### src/rtl/txset_pkg.sv
package txset_pkg;
  typedef enum logic [0:0] {
    PH_RUN   = 1'b0,
    PH_DRAIN = 1'b1
  } phase_t;
endpackage

### src/rtl/txset_match.sv
module txset_match #(
  parameter int N  = 8,
  parameter int AW = 32
) (
  input  logic [N-1:0][AW-1:0] tags,
  input  logic [N-1:0]         live,
  input  logic [AW-1:0]        key,
  output logic [N-1:0]         hitv
);
  for (genvar g = 0; g < N; g++) begin : g_cmp
    assign hitv[g] = live[g] && (tags[g] == key);
  end
endmodule

### src/rtl/txset_pick.sv
module txset_pick #(
  parameter int N  = 8,
  localparam int IW = (N > 1) ? $clog2(N) : 1
) (
  input  logic [N-1:0]  req,
  output logic          any,
  output logic [IW-1:0] idx,
  output logic [N-1:0]  onehot
);
  always_comb begin
    idx = '0;
    for (int i = N - 1; i >= 0; i--) begin
      if (req[i]) idx = IW'(i);
    end
  end
  assign any    = |req;
  assign onehot = req & (~req + N'(1));
endmodule

### src/rtl/txset_cam.sv
module txset_cam #(
  parameter int ENTRIES = 8,
  parameter int AW      = 32,
  parameter int DW      = 32
) (
  input  logic          clk,
  input  logic          rst_n,
  input  logic          ld_valid,
  input  logic [AW-1:0] ld_addr,
  output logic          ld_hit,
  output logic [DW-1:0] ld_data,
  output logic [DW/8-1:0] ld_be,
  input  logic          st_valid,
  input  logic [AW-1:0] st_addr,
  input  logic [DW-1:0] st_data,
  input  logic [DW/8-1:0] st_be,
  input  logic          snp_valid,
  input  logic [AW-1:0] snp_addr,
  input  logic          commit_req,
  input  logic          abort_req,
  output logic          ovf_abort,
  output logic          conflict_abort,
  output logic          commit_busy,
  output logic          cm_valid,
  output logic [AW-1:0] cm_addr,
  output logic [DW-1:0] cm_data,
  output logic [DW/8-1:0] cm_be
);
  import txset_pkg::*;

  localparam int BW = DW / 8;
  localparam int IW = (ENTRIES > 1) ? $clog2(ENTRIES) : 1;

  function automatic logic [DW-1:0] lane_merge(input logic [DW-1:0] old_w,
                                               input logic [DW-1:0] new_w,
                                               input logic [BW-1:0] lanes);
    logic [DW-1:0] r;
    for (int b = 0; b < BW; b++) begin
      r[8*b +: 8] = lanes[b] ? new_w[8*b +: 8] : old_w[8*b +: 8];
    end
    return r;
  endfunction

  phase_t                      phase_q;
  logic [ENTRIES-1:0]          ent_v, ent_r, ent_w, pend_q;
  logic [ENTRIES-1:0][AW-1:0]  tag_q;
  logic [ENTRIES-1:0][DW-1:0]  dat_q;
  logic [ENTRIES-1:0][BW-1:0]  lane_q;

  // named internal events
  logic               running, do_st, do_ld, acc_hit, set_full;
  logic               req_new, overflow_ev, alloc_ev, snoop_ev;
  logic [AW-1:0]      acc_addr;
  logic [ENTRIES-1:0] acc_hitv, snp_hitv, acc_oh, free_oh, drn_oh;
  logic [IW-1:0]      acc_idx, free_idx, tgt_idx, drn_idx;
  logic               acc_any, free_any, drn_any;

  assign running  = (phase_q == PH_RUN) && !abort_req && !commit_req;
  assign do_st    = running && st_valid;
  assign do_ld    = running && ld_valid && !st_valid;
  assign acc_addr = st_valid ? st_addr : ld_addr;

  txset_match #(.N(ENTRIES), .AW(AW)) u_acc_match (
    .tags(tag_q), .live(ent_v), .key(acc_addr), .hitv(acc_hitv));
  txset_match #(.N(ENTRIES), .AW(AW)) u_snp_match (
    .tags(tag_q), .live(ent_v), .key(snp_addr), .hitv(snp_hitv));

  txset_pick #(.N(ENTRIES)) u_acc_pick (
    .req(acc_hitv), .any(acc_any), .idx(acc_idx), .onehot(acc_oh));
  txset_pick #(.N(ENTRIES)) u_free_pick (
    .req(~ent_v), .any(free_any), .idx(free_idx), .onehot(free_oh));
  txset_pick #(.N(ENTRIES)) u_drn_pick (
    .req(pend_q), .any(drn_any), .idx(drn_idx), .onehot(drn_oh));

  assign acc_hit     = acc_any;
  assign set_full    = !free_any;
  assign req_new     = (do_st || do_ld) && !acc_hit;
  assign overflow_ev = req_new && set_full;
  assign alloc_ev    = req_new && !set_full;
  assign tgt_idx     = acc_hit ? acc_idx : free_idx;
  assign snoop_ev    = running && snp_valid && (|snp_hitv);

  assign ld_hit  = do_ld && acc_hit && ent_w[acc_idx];
  assign ld_data = ld_hit ? dat_q[acc_idx] : '0;
  assign ld_be   = ld_hit ? lane_q[acc_idx] : '0;

  assign commit_busy = (phase_q == PH_DRAIN);
  assign cm_valid    = commit_busy && drn_any;
  assign cm_addr     = cm_valid ? tag_q[drn_idx] : '0;
  assign cm_data     = cm_valid ? dat_q[drn_idx] : '0;
  assign cm_be       = cm_valid ? lane_q[drn_idx] : '0;

  always_ff @(posedge clk) begin
    if (!rst_n) begin
      phase_q        <= PH_RUN;
      ent_v          <= '0;
      ent_r          <= '0;
      ent_w          <= '0;
      pend_q         <= '0;
      tag_q          <= '0;
      dat_q          <= '0;
      lane_q         <= '0;
      ovf_abort      <= 1'b0;
      conflict_abort <= 1'b0;
    end else begin
      ovf_abort      <= overflow_ev;
      conflict_abort <= snoop_ev;
      if (abort_req) begin
        phase_q <= PH_RUN;
        ent_v   <= '0;
        ent_r   <= '0;
        ent_w   <= '0;
        pend_q  <= '0;
      end else if (phase_q == PH_DRAIN) begin
        if (drn_any) begin
          pend_q <= pend_q & ~drn_oh;
        end else begin
          phase_q <= PH_RUN;
          ent_v   <= '0;
          ent_r   <= '0;
          ent_w   <= '0;
        end
      end else if (commit_req) begin
        phase_q <= PH_DRAIN;
        pend_q  <= ent_v & ent_w;
      end else begin
        if (alloc_ev) begin
          ent_v[tgt_idx] <= 1'b1;
          tag_q[tgt_idx] <= acc_addr;
        end
        if (do_st && (acc_hit || alloc_ev)) begin
          ent_w[tgt_idx]  <= 1'b1;
          if (!acc_hit) ent_r[tgt_idx] <= 1'b0;
          dat_q[tgt_idx]  <= lane_merge(acc_hit ? dat_q[tgt_idx] : '0, st_data, st_be);
          lane_q[tgt_idx] <= (acc_hit ? lane_q[tgt_idx] : '0) | st_be;
        end
        if (do_ld && (acc_hit || alloc_ev)) begin
          ent_r[tgt_idx] <= 1'b1;
          if (!acc_hit) begin
            ent_w[tgt_idx]  <= 1'b0;
            dat_q[tgt_idx]  <= '0;
            lane_q[tgt_idx] <= '0;
          end
        end
      end
    end
  end
endmodule

### config.mk
export PLATFORM = sky130hd
export DESIGN_NAME = txset_cam
export DESIGN_NICKNAME = d
export VERILOG_FILES = /design/src/rtl/txset_pkg.sv /design/src/rtl/txset_match.sv /design/src/rtl/txset_pick.sv /design/src/rtl/txset_cam.sv
export SDC_FILE = /design/constraint.sdc
export NUM_CORES = 2
export LEC_CHECK = 0
export ABC_AREA = 1
export CORE_UTILIZATION = 25
export CTS_BUF_LIST = sky130_fd_sc_hd__clkbuf_4
export DETAILED_ROUTE_END_ITERATION = 6
export DONT_BUFFER_PORTS = 1
export GPL_TIMING_DRIVEN = 0
export HOLD_SLACK_MARGIN = 0.06
export SLEW_MARGIN = 20
export SYNTH_ARGS = -nofsm -noshare
export SYNTH_HDL_FRONTEND = slang
export SYNTH_HIERARCHICAL = 1
export SYNTH_SLANG_ARGS = --single-unit
### constraint.sdc
create_clock -name clk -period 9 [get_ports clk]
set_input_delay 0.45 -clock clk [delete_from_list [all_inputs] [get_ports clk]]
set_output_delay 0.45 -clock clk [all_outputs]
set_load 0.1 [all_outputs]
==> Implementation_results.wiki <==
{| class="wikitable"
! Metric !! Value
|-
| First-pass GRT wire length || 435400 um
|-
| Count of nets after finishing || 8196
|-
| Initial detailed-routing violation count || 8722
|-
| Post-detailed-route DRC marker count || 4
|-
| Setup slack of the most critical reg-to-reg path || 2910 ps
|-
| Number of instances in the placed design || 10088
|-
| Highest-count cells in the layout ignoring fill and taps || nand2_1 (2432), a21oi_1 (1118), inv_1 (711)
|-
| Clock network fraction of total power || 0.436
|-
| Worst setup path endpoint || ld_data[22]
|-
| Vias || 59332
|-
| Final cycle utilization of the critical path || 1.004
|-
| Post-Layout Cell Count || 10490
|-
| Number of top-level pins || 248
|-
| Outcome || complete, but fails checks
|-
| Clock period minus worst slack || 9036 ps
|-
| Worst-case clock skew || 123.6 ps
|-
| Number of sinks handled by clock tree synthesis || 571
|-
| DR pass1 iterations || 7
|-
| Power density relative to cell area || 123.0 nW/um^2
|-
| DIE HEIGHT || 418.8 um
|-
| Maximum number of pins on one net before global-route repair || 17
|-
| Peak clock frequency supported by timing || 110.7 MHz
|-
| Setup TNS Final || -42.03 ps
|-
| Share of total power consumed by net switching || 0.3565
|-
| Logic depth of the worst register-to-register path || 16
|-
| Part of the total power dissipated in combinational logic || 0.153
|-
| Tot Pwr || 6.247 mW
|-
| Final Hold Vio Count || 0
|-
| Leakage power figure || 16.50 nW
|-
| End of the worst register-to-register path || dat_q[72]$_SDFFE_PN0P_
|-
| Min-delay worst type || input port to flop
|-
| DIE WIDTH || 418.8 um
|-
| Clock slew seen by the registers of the worst setup and hold paths || 60 ps
|-
| Maximum clock insertion buffer count || 3
|-
| Initial standard-cell utilization of the core || 0.2523
|-
| Final WS setup || -36.37 ps
|-
| Std-Cell Core Area || 172100 um^2
|-
| Register share of total power || 0.411
|-
| Number of filler instances in the final layout || 19801
|-
| Row Count || 152
|-
| Depth of the CTS H-tree || 4
|-
| Hold WS || 116.5 ps
|-
| Clock tree from TritonCTS || built
|-
| Core Util, Final || 0.2952
|-
| Remaining number of nets flagged by the antenna check after routing || 0
|-
| Worst-Skew Late Latency || 1360 ps
|-
| Failing checks || design-rule violations, negative setup slack
|-
| Synth warn || 6
|-
| Relative slew slack || 0.02912
|-
| Type of the worst setup path || input port to output pin
|-
| Avg Cell Area, Syn || 5.585 um^2
|-
| Maximum VDD drop || 0.0001306 V
|-
| Number of pins exceeding their max-slew limit in the final report || 0
|-
| Commonest non-fill, non-tap cell in the layout || nand2_1
|-
| Post-DR wirelength/cell || 31.23 um
|-
| Global routing usage summed across all routing layers || 0.3585
|-
| Post-synthesis instance area || 43430 um^2
|-
| Avg Vias per Cell || 5.656
|-
| Worst-Margin Slew || 1445 ps
|-
| # Post-CTS Setup Buffers || 0
|-
| Remaining global-route overflow || 0
|-
| Die ar. || 175400 um^2
|-
| Number of global-route vias before repair || 54001
|-
| Synthesized instance count || 7776
|-
| Fraction of final layout cells sized beyond drive strength 1 || 0.08139
|-
| Final setup violation count || 2
|-
| Number of antenna violations at the first check in global routing || 23
|-
| Post-Syn Nets || 7915
|-
| Final RePlAce weighted congestion || 1.051
|-
| Worst Hold Launch || st_valid
|-
| Nature of the critical path endpoint || output pin
|-
| Overall routed net length || 327600 um
|-
| Synth-to-layout area growth || 16.98%
|-
| Max-cap viol count || 0
|-
| P_sw || 2.227 mW
|-
| Max Fanout on Critical Path || 12
|-
| DPL Wire Length || 244900 um
|-
| TritonCTS buffer count || 178
|-
| Clock root buffer master || clkbuf_4
|-
| Setup repair after global routing missed its margin || no
|-
| Crit path launch || st_valid
|-
| Req. time, crit path || 8550 ps
|-
| Source of the worst register-to-register timing path || ent_v[3]$_SDFFE_PP0P_
|-
| Data arrival time of the critical path || 8590 ps
|-
| IO buf count || 0
|-
| Internal power contribution || 4.020 mW
|-
| Startpoint class of the critical path || input port
|}
-- metal layers --
layer / global-route usage / vias to the layer above / share of wire
met5: 0.001667 / - / 0.00041
met4: 0.3045 / 18 / 0.098
met3: 0.09869 / 1315 / 0.12
met2: 0.5438 / 4713 / 0.42
met1: 0.4171 / 27686 / 0.36
li1: - / 25600 / -
-- power by group through the flow --
stage	combinational (mW)	clock [mW]	sequential, mW
after floorplan	0.440	0	2.61
after global placement	0.847	0	2.62
after detailed placement	0.853	0	2.62
after CTS	0.905	2.71	2.56
after global routing	0.961	2.84	2.56
final	0.958	2.72	2.57
-- critical path: stages --
cell,delay [ps]
buf_4,410
clkinv_4,430
clkbuf_1,390
nand2_1,140
nand2_1,660
inv_1,450
buf_4,340
o21ai_0,130
nor2_1,180
nand2_1,70
nor2_1,150
nand3_1,190
nor2_1,470
nor2_2,70
nand2_1,90
a21oi_1,240
inv_2,140
clkbuf_1,610
clkbuf_1,810
buf_1,750
a21oi_1,60
o21ai_0,130
o21ai_0,140
nand2_1,90
nand2_1,80
nor2_2,820
-- worst min path at each step --
stage	to	depth (start not counted)
finish	ovf_abort$_SDFF_PN0_	3
detailed placement	dat_q[185]$_SDFFE_PN0P_	2
global route	ovf_abort$_SDFF_PN0_	3
floorplan	dat_q[160]$_SDFFE_PN0P_	2
CTS	ovf_abort$_SDFF_PN0_	3
global placement	dat_q[176]$_SDFFE_PN0P_	2
-- per-stage QoR --
stage	cell area, um^2	worst slack, ps
global placement	46320	-2146
detailed placement	47560	-1001
floorplan	43430	3748
global route	50770	53.70
CTS	50730	141.1
finish	50800	-36.37
-- repair_timing --
action,CTS,global route
gates resized for setup,24,0
hold buffers,99,0
hold endpoints to repair,523,0
endpoints found under the setup margin,37,0
-- final cells by class --
cell class / instances / area [um^2] / share of cell area
timing repair buffer: 101 / 1039 / 0.02044
multi-input combinational: 5930 / 28040 / 0.5519
clock inverter: 37 / 241.5 / 0.004754
tap: 2310 / 2890 / 0.05690
sequential: 571 / 11430 / 0.2250
buffer: 517 / 2425 / 0.04773
antenna: 22 / 55.05 / 0.001084
clock buffer: 244 / 1832 / 0.03606
inverter: 758 / 2850 / 0.05611
-- flip-flops by register name, summed over array words and instances (netlist names) --
signal          count
pend_q              8
ent_v               8
tag_q             256
ovf_abort           1
conflict_abort      1
dat_q             256
ent_w               8
lane_q             32
commit_busy         1
No activity file was read; power rests on OpenSTA's default activity.
